==> config.mk <==
export PLATFORM = sky130hd
export DESIGN_NAME = pipe_sram
export DESIGN_NICKNAME = d
export VERILOG_FILES = /design/src/rtl/pipe_sram_pkg.sv /design/src/rtl/pipe_sram_cmd.sv /design/src/rtl/pipe_sram_lane.sv /design/src/rtl/pipe_sram.sv
export SDC_FILE = /design/constraint.sdc
export NUM_CORES = 2
export LEC_CHECK = 0
export CORE_ASPECT_RATIO = 1.75
export CORE_UTILIZATION = 45
export DETAILED_ROUTE_END_ITERATION = 12
export HOLD_SLACK_MARGIN = 0.02
export PLACE_DENSITY = 0.6
export RECOVER_POWER = 50
export SLEW_MARGIN = 30
export SYNTH_ARGS = -nofsm -noshare
export SYNTH_HDL_FRONTEND = slang
export SYNTH_HIERARCHICAL = 1
export SYNTH_SLANG_ARGS = --single-unit
export TNS_END_PERCENT = 100
==> constraint.sdc <==
create_clock -name clk -period 2.5 [get_ports clk]
set_input_delay 0.75 -clock clk [delete_from_list [all_inputs] [get_ports clk]]
set_output_delay 0.75 -clock clk [all_outputs]
set_load 0.02 [all_outputs]
==> src/rtl/pipe_sram_pkg.sv <==
package pipe_sram_pkg;

  typedef enum logic {
    ORD_LINEAR = 1'b0,
    ORD_XOR    = 1'b1
  } burst_ord_e;

  // Low two address bits for burst step k relative to the loaded base.
  function automatic logic [1:0] burst_low(input logic [1:0] base,
                                           input logic [1:0] k,
                                           input burst_ord_e ord);
    if (ord == ORD_XOR) return base ^ k;
    return base + k;
  endfunction

endpackage

==> src/rtl/pipe_sram_cmd.sv <==
module pipe_sram_cmd
  import pipe_sram_pkg::*;
#(
  parameter int ADDR_W = 6
) (
  input  logic              clk,
  input  logic              rst,
  input  logic              adv,
  input  logic              sel_ok,
  input  logic              load_n,
  input  logic              rd_wr_n,
  input  logic              ilv_mode,
  input  logic [ADDR_W-1:0] addr,
  output logic              op_vld,
  output logic              op_wr,
  output logic [ADDR_W-1:0] op_addr
);

  logic              live;
  logic              live_wr;
  logic [ADDR_W-1:0] base;
  logic [1:0]        cnt;
  logic [1:0]        cnt_nx;

  assign cnt_nx = cnt + 2'd1;

  always_ff @(posedge clk) begin
    if (rst) begin
      live    <= 1'b0;
      live_wr <= 1'b0;
      base    <= '0;
      cnt     <= '0;
      op_vld  <= 1'b0;
      op_wr   <= 1'b0;
      op_addr <= '0;
    end else if (adv) begin
      if (!load_n) begin
        live    <= sel_ok;
        live_wr <= ~rd_wr_n;
        base    <= addr;
        cnt     <= '0;
        op_vld  <= sel_ok;
        op_wr   <= ~rd_wr_n;
        op_addr <= addr;
      end else begin
        if (live) cnt <= cnt_nx;
        op_vld  <= live;
        op_wr   <= live_wr;
        op_addr <= {base[ADDR_W-1:2],
                    burst_low(base[1:0], cnt_nx, burst_ord_e'(ilv_mode))};
      end
    end
  end

endmodule

==> src/rtl/pipe_sram_lane.sv <==
module pipe_sram_lane #(
  parameter int ADDR_W = 6,
  parameter int LANE_W = 9
) (
  input  logic              clk,
  input  logic              we,
  input  logic [ADDR_W-1:0] waddr,
  input  logic [LANE_W-1:0] wd,
  input  logic              re,
  input  logic [ADDR_W-1:0] raddr,
  output logic [LANE_W-1:0] rd
);

  localparam int DEPTH = 1 << ADDR_W;

  logic [LANE_W-1:0] mem [DEPTH];

  always_ff @(posedge clk) begin
    if (we) mem[waddr] <= wd;
    if (re) rd <= mem[raddr];
  end

endmodule

==> src/rtl/pipe_sram.sv <==
module pipe_sram #(
  parameter int ADDR_W = 6,
  parameter int LANES  = 4,
  parameter int LANE_W = 9
) (
  input  logic                     clk,
  input  logic                     rst,
  input  logic                     cke_n,
  input  logic                     sel_a_n,
  input  logic                     sel_b,
  input  logic                     sel_c_n,
  input  logic                     load_n,
  input  logic                     rd_wr_n,
  input  logic                     ilv_mode,
  input  logic [ADDR_W-1:0]        addr,
  input  logic [LANES-1:0]         lane_keep_n,
  input  logic [LANES*LANE_W-1:0]  wdata,
  output logic [LANES*LANE_W-1:0]  rdata,
  output logic                     rdata_oe
);

  localparam int DATA_W = LANES * LANE_W;

  logic              adv;
  logic              sel_ok;
  logic              s1_vld, s1_wr;
  logic [ADDR_W-1:0] s1_addr;
  logic              s2_vld, s2_wr;
  logic [ADDR_W-1:0] s2_addr;
  logic              wr_now;
  logic              byp_hit;
  logic [DATA_W-1:0] byp_data;
  logic [LANES-1:0]  byp_keep_n;
  logic [DATA_W-1:0] ram_q;
  logic [DATA_W-1:0] merged;
  logic              rd_due;

  assign adv    = ~cke_n;
  assign sel_ok = ~sel_a_n & sel_b & ~sel_c_n;
  assign wr_now = adv & s2_vld & s2_wr;
  assign rd_due = s2_vld & ~s2_wr;

  pipe_sram_cmd #(.ADDR_W(ADDR_W)) cmd_i (
    .clk     (clk),
    .rst     (rst),
    .adv     (adv),
    .sel_ok  (sel_ok),
    .load_n  (load_n),
    .rd_wr_n (rd_wr_n),
    .ilv_mode(ilv_mode),
    .addr    (addr),
    .op_vld  (s1_vld),
    .op_wr   (s1_wr),
    .op_addr (s1_addr)
  );

  always_ff @(posedge clk) begin
    if (rst) begin
      s2_vld     <= 1'b0;
      s2_wr      <= 1'b0;
      s2_addr    <= '0;
      byp_hit    <= 1'b0;
      byp_data   <= '0;
      byp_keep_n <= '1;
    end else if (adv) begin
      s2_vld     <= s1_vld;
      s2_wr      <= s1_wr;
      s2_addr    <= s1_addr;
      byp_hit    <= s1_vld & ~s1_wr & s2_vld & s2_wr & (s1_addr == s2_addr);
      byp_data   <= wdata;
      byp_keep_n <= lane_keep_n;
    end
  end

  for (genvar g = 0; g < LANES; g++) begin : g_lane
    pipe_sram_lane #(.ADDR_W(ADDR_W), .LANE_W(LANE_W)) ram_i (
      .clk  (clk),
      .we   (wr_now & ~lane_keep_n[g]),
      .waddr(s2_addr),
      .wd   (wdata[g*LANE_W +: LANE_W]),
      .re   (adv),
      .raddr(s1_addr),
      .rd   (ram_q[g*LANE_W +: LANE_W])
    );
    assign merged[g*LANE_W +: LANE_W] = (byp_hit && !byp_keep_n[g])
                                        ? byp_data[g*LANE_W +: LANE_W]
                                        : ram_q[g*LANE_W +: LANE_W];
  end

  always_ff @(posedge clk) begin
    if (rst) begin
      rdata    <= '0;
      rdata_oe <= 1'b0;
    end else if (adv) begin
      rdata_oe <= rd_due;
      rdata    <= rd_due ? merged : '0;
    end
  end

endmodule

==> run summary <==
run status: finished, violations left
violated checks: capacitance limit, slew limit, setup timing
Tightest Pin Transition: 2.20 ns
leakage: 37.3 nW
total gr overflow: 0
maximum VDD drop: 0.862 mV
dominant synthesized flop cell: edfxtp_1
number of synthesis warnings: 6
CP Class: reg -> reg
core area: 0.209 mm²
DR WL/cell: 28.8 µm
Port Buf Inserts: 91
CTS tree: built
Root Driver: clkbuf_16
Via-to-Cell Ratio: 5.66
ANT nets after route: 0
Pre-Repair DR Iteration Count: 5
IO Pins: 92
die area: 0.213 mm²
max_cap viols: 19
min-delay worst type: in -> reg
Sink Count: 2442
synthesized cell area: 0.0950 mm²
GR Util met2: 0.426
fin crit period: 2.66 ns
Post-synth EDFFs: 2340
final wirelength: 243000 µm
FFs w/ async S/R, synth: 0
fin crit share: 1.06
Slew Viols, Final: 953
CP bufs+invs: 3
Die Width: 349 µm
Die Height: 610 µm
Netlist cell types: 54
Fmax: 376 MHz
Detailed Route Iter0 Violations: 3938
final HPWL from detailed placement: 162000 µm
Final setup viols: 31
initial antenna violation count: 11
row cnt: 222
top post-synthesis cells by area: edfxtp_1 (74%), mux4_2 (14%), dfxtp_1 (2.1%)
final hold violation count: 0
CP most frequent cell: buf_12
Synth top area share: 0.740
pwr dens: 741 mW/mm²
Area Growth Syn to Fin: 20.7%
final std cells w/o fill: 8423
max incr delay on CP: 0.58 ns
Cells after Synth: 4504
Crit path required time: 3.07 ns
slowest stage cell on the critical path: mux4_2
Seq/Total Area, Yosys: 0.761
worst path arrival time: 3.22 ns
Clock Latency Late Sink: 0.86 ns
met3 Use GR: 0.0277
Final GP Congestion: 0.872
DRC: 0
number of CTS-inserted buffers: 214
Post-Route Skew: 0.0470 ns
NumNets Final: 5506
Design Power: 84.9 mW
final worst slack: -0.157 ns
placed insts: 7905
met1 global-route usage: 0.261
CP Capture Type: flip-flop
cell taking the most area after synthesis: edfxtp_1
htree depth: 4
Reg clk slew, reported paths: 0.07 ns
GR peak layer: met2
share of layout cells above drive strength 1: 0.358
via total after detailed routing: 47700
critical path cell sequence: buf_12 -> buf_12 -> buf_12 -> mux4_2 -> mux4_2 -> o211ai_1 -> nand2_1
GRT Util Overall: 0.228
post-synthesis average cell area: 21.1 µm²
vias in the first global route: 50400
Clock Path Buffers: 4
largest net degree at the start of global routing: 76
Startpoint Class: flip-flop
worst-path fanout max: 7
Initial Utilization: 0.454
Synth Net Count: 4560
cell family with most CP delay: multiplexers
slew margin rel.: -0.466
first-pass GRT wire length: 350000 µm
unrepaired setup endpoints after global routing: true
number of synthesized register bits: 2442
==> cells in the mapped netlist (5+ instances only) <==
master,number
mux2i_1,173
mux4_1,32
a22oi_1,68
nor3_1,8
nand4b_1,5
o22ai_1,32
xor2_1,7
o221ai_1,20
buf_2,67
nand2b_1,27
clkbuf_1,102
dfxtp_1,102
nor2b_1,61
a221o_1,12
nand3_1,48
and2_1,16
o2111ai_1,8
nor3b_1,6
o21bai_1,12
buf_12,8
nand2_1,113
a211oi_1,18
mux2_2,16
buf_6,25
nand3b_1,12
o211ai_1,20
nand4_1,9
nor2_1,371
o21ai_1,21
buf_4,43
a21oi_1,31
edfxtp_1,2340
a2111oi_0,24
a2bb2oi_1,36
mux4_2,572
==> cell type report <==
type	instances	area, µm²
multi-input cells	1806	22300
fillers	16100	94800
clock inverters	116	1230
clock buffers	269	5780
inverters	7	26.3
repair buffers	979	9450
flip-flops and latches	2442	72300
diodes	4	10.0
well taps	2800	3500
==> placed cells by master (no fill, tap or decap), types with 20 or more instances in the layout <==
cell / n
a2bb2oi_1: 36
clkbuf_1: 84
clkinv_1: 37
bufinv_16: 24
nor2_1: 330
clkinv_2: 31
buf_4: 634
nand2_1: 102
dlygate4sd2_1: 37
mux4_1: 20
nor2b_1: 55
mux2i_1: 162
a22oi_2: 22
nor2_2: 41
nand2b_1: 27
clkbuf_2: 29
buf_12: 133
nand3_1: 34
edfxtp_1: 2340
buf_6: 37
a22oi_1: 46
clkbuf_16: 219
mux4_2: 584
o211ai_1: 20
dfxtp_1: 91
a21oi_1: 26
==> repair_timing <==
action                                  in CTS  in global routing
pin swaps                                   60                 41
setup buffers                              100                 33
cloned                                      11                  1
resized for setup                          297                 84
hold buffers                                 0                  0
endpoints found under the setup margin      73                 36
==> state kept, by name, indices dropped and copies added, names as in the netlist <==
register / count
byp_data: 36
byp_hit: 1
byp_keep_n: 4
cmd_i/base: 6
cmd_i/cnt: 2
cmd_i/live: 1
cmd_i/live_wr: 1
cmd_i/op_addr: 6
g_lane.ram_i/mem: 2304
g_lane.ram_i/rd: 36
rdata: 36
rdata_oe: 1
s2_addr: 6
s2_vld: 1
s2_wr: 1
==> final timing paths <==
| check | cells past startpoint | to | slack [ns] | from |
|---|---|---|---|---|
| setup / recovery | 7 | g_lane[1].ram_i/rd[4] | -0.16 | cmd_i/op_addr[0] |
| hold reg to reg | 1 | byp_keep_n[0] | 0.46 | byp_keep_n[0] |
| hold / removal | 2 | rdata[29] | 0.36 | rst |
| setup reg to reg | 7 | g_lane[1].ram_i/rd[4] | -0.16 | cmd_i/op_addr[0] |
==> worst reg2reg max path: stages, from the launching register on <==
cell      delay [ns]
dfxtp_4         0.40
buf_12          0.14
buf_12          0.15
buf_12          0.15
mux4_2          0.58
mux4_2          0.52
o211ai_1        0.37
nand2_1         0.09
==> where the power goes <==
group | leakage (nW) | switching (mW) | internal [mW]
registers | 21.9 | 0.159 | 45.0
clock network | 3.41 | 14.6 | 18.8
logic | 12.0 | 3.46 | 2.92
==> layer usage <==
metal	wire, µm	vias up
li1	-	20600
met3	10700	486
met1	86000	25200
met2	134000	1377
met5	54	-
met4	11800	8
==> metrics by stage <==
stage / instance area, µm² / hold WS (ns) / util / TNS [ns] / setup slack [ns]
after floorplan: 95100 / 0.430 / - / -72.13 / -0.111
after CTS: 115000 / 0.272 / 0.547 / -2.96 / -0.148
after global placement: 105000 / 0.439 / 0.503 / -320.00 / -0.553
after detailed placement: 105000 / 0.448 / 0.503 / -339.80 / -0.523
after global routing: 115000 / 0.342 / 0.547 / -3.91 / -0.178
final: 115000 / 0.360 / 0.548 / -1.78 / -0.157
==> logic make-up after synthesis <==
group           count (synthesis)  share of synthesized area
flops                        2442                      0.761
mux                           793                      0.165
simple gates                  694                     0.0331
compound gates                310                     0.0242
buf+inv                       256                     0.0160
xor+xnor                        8                   0.000882
fa+ha+maj                       1                   0.000132
Power figures use the tool's default switching activity.
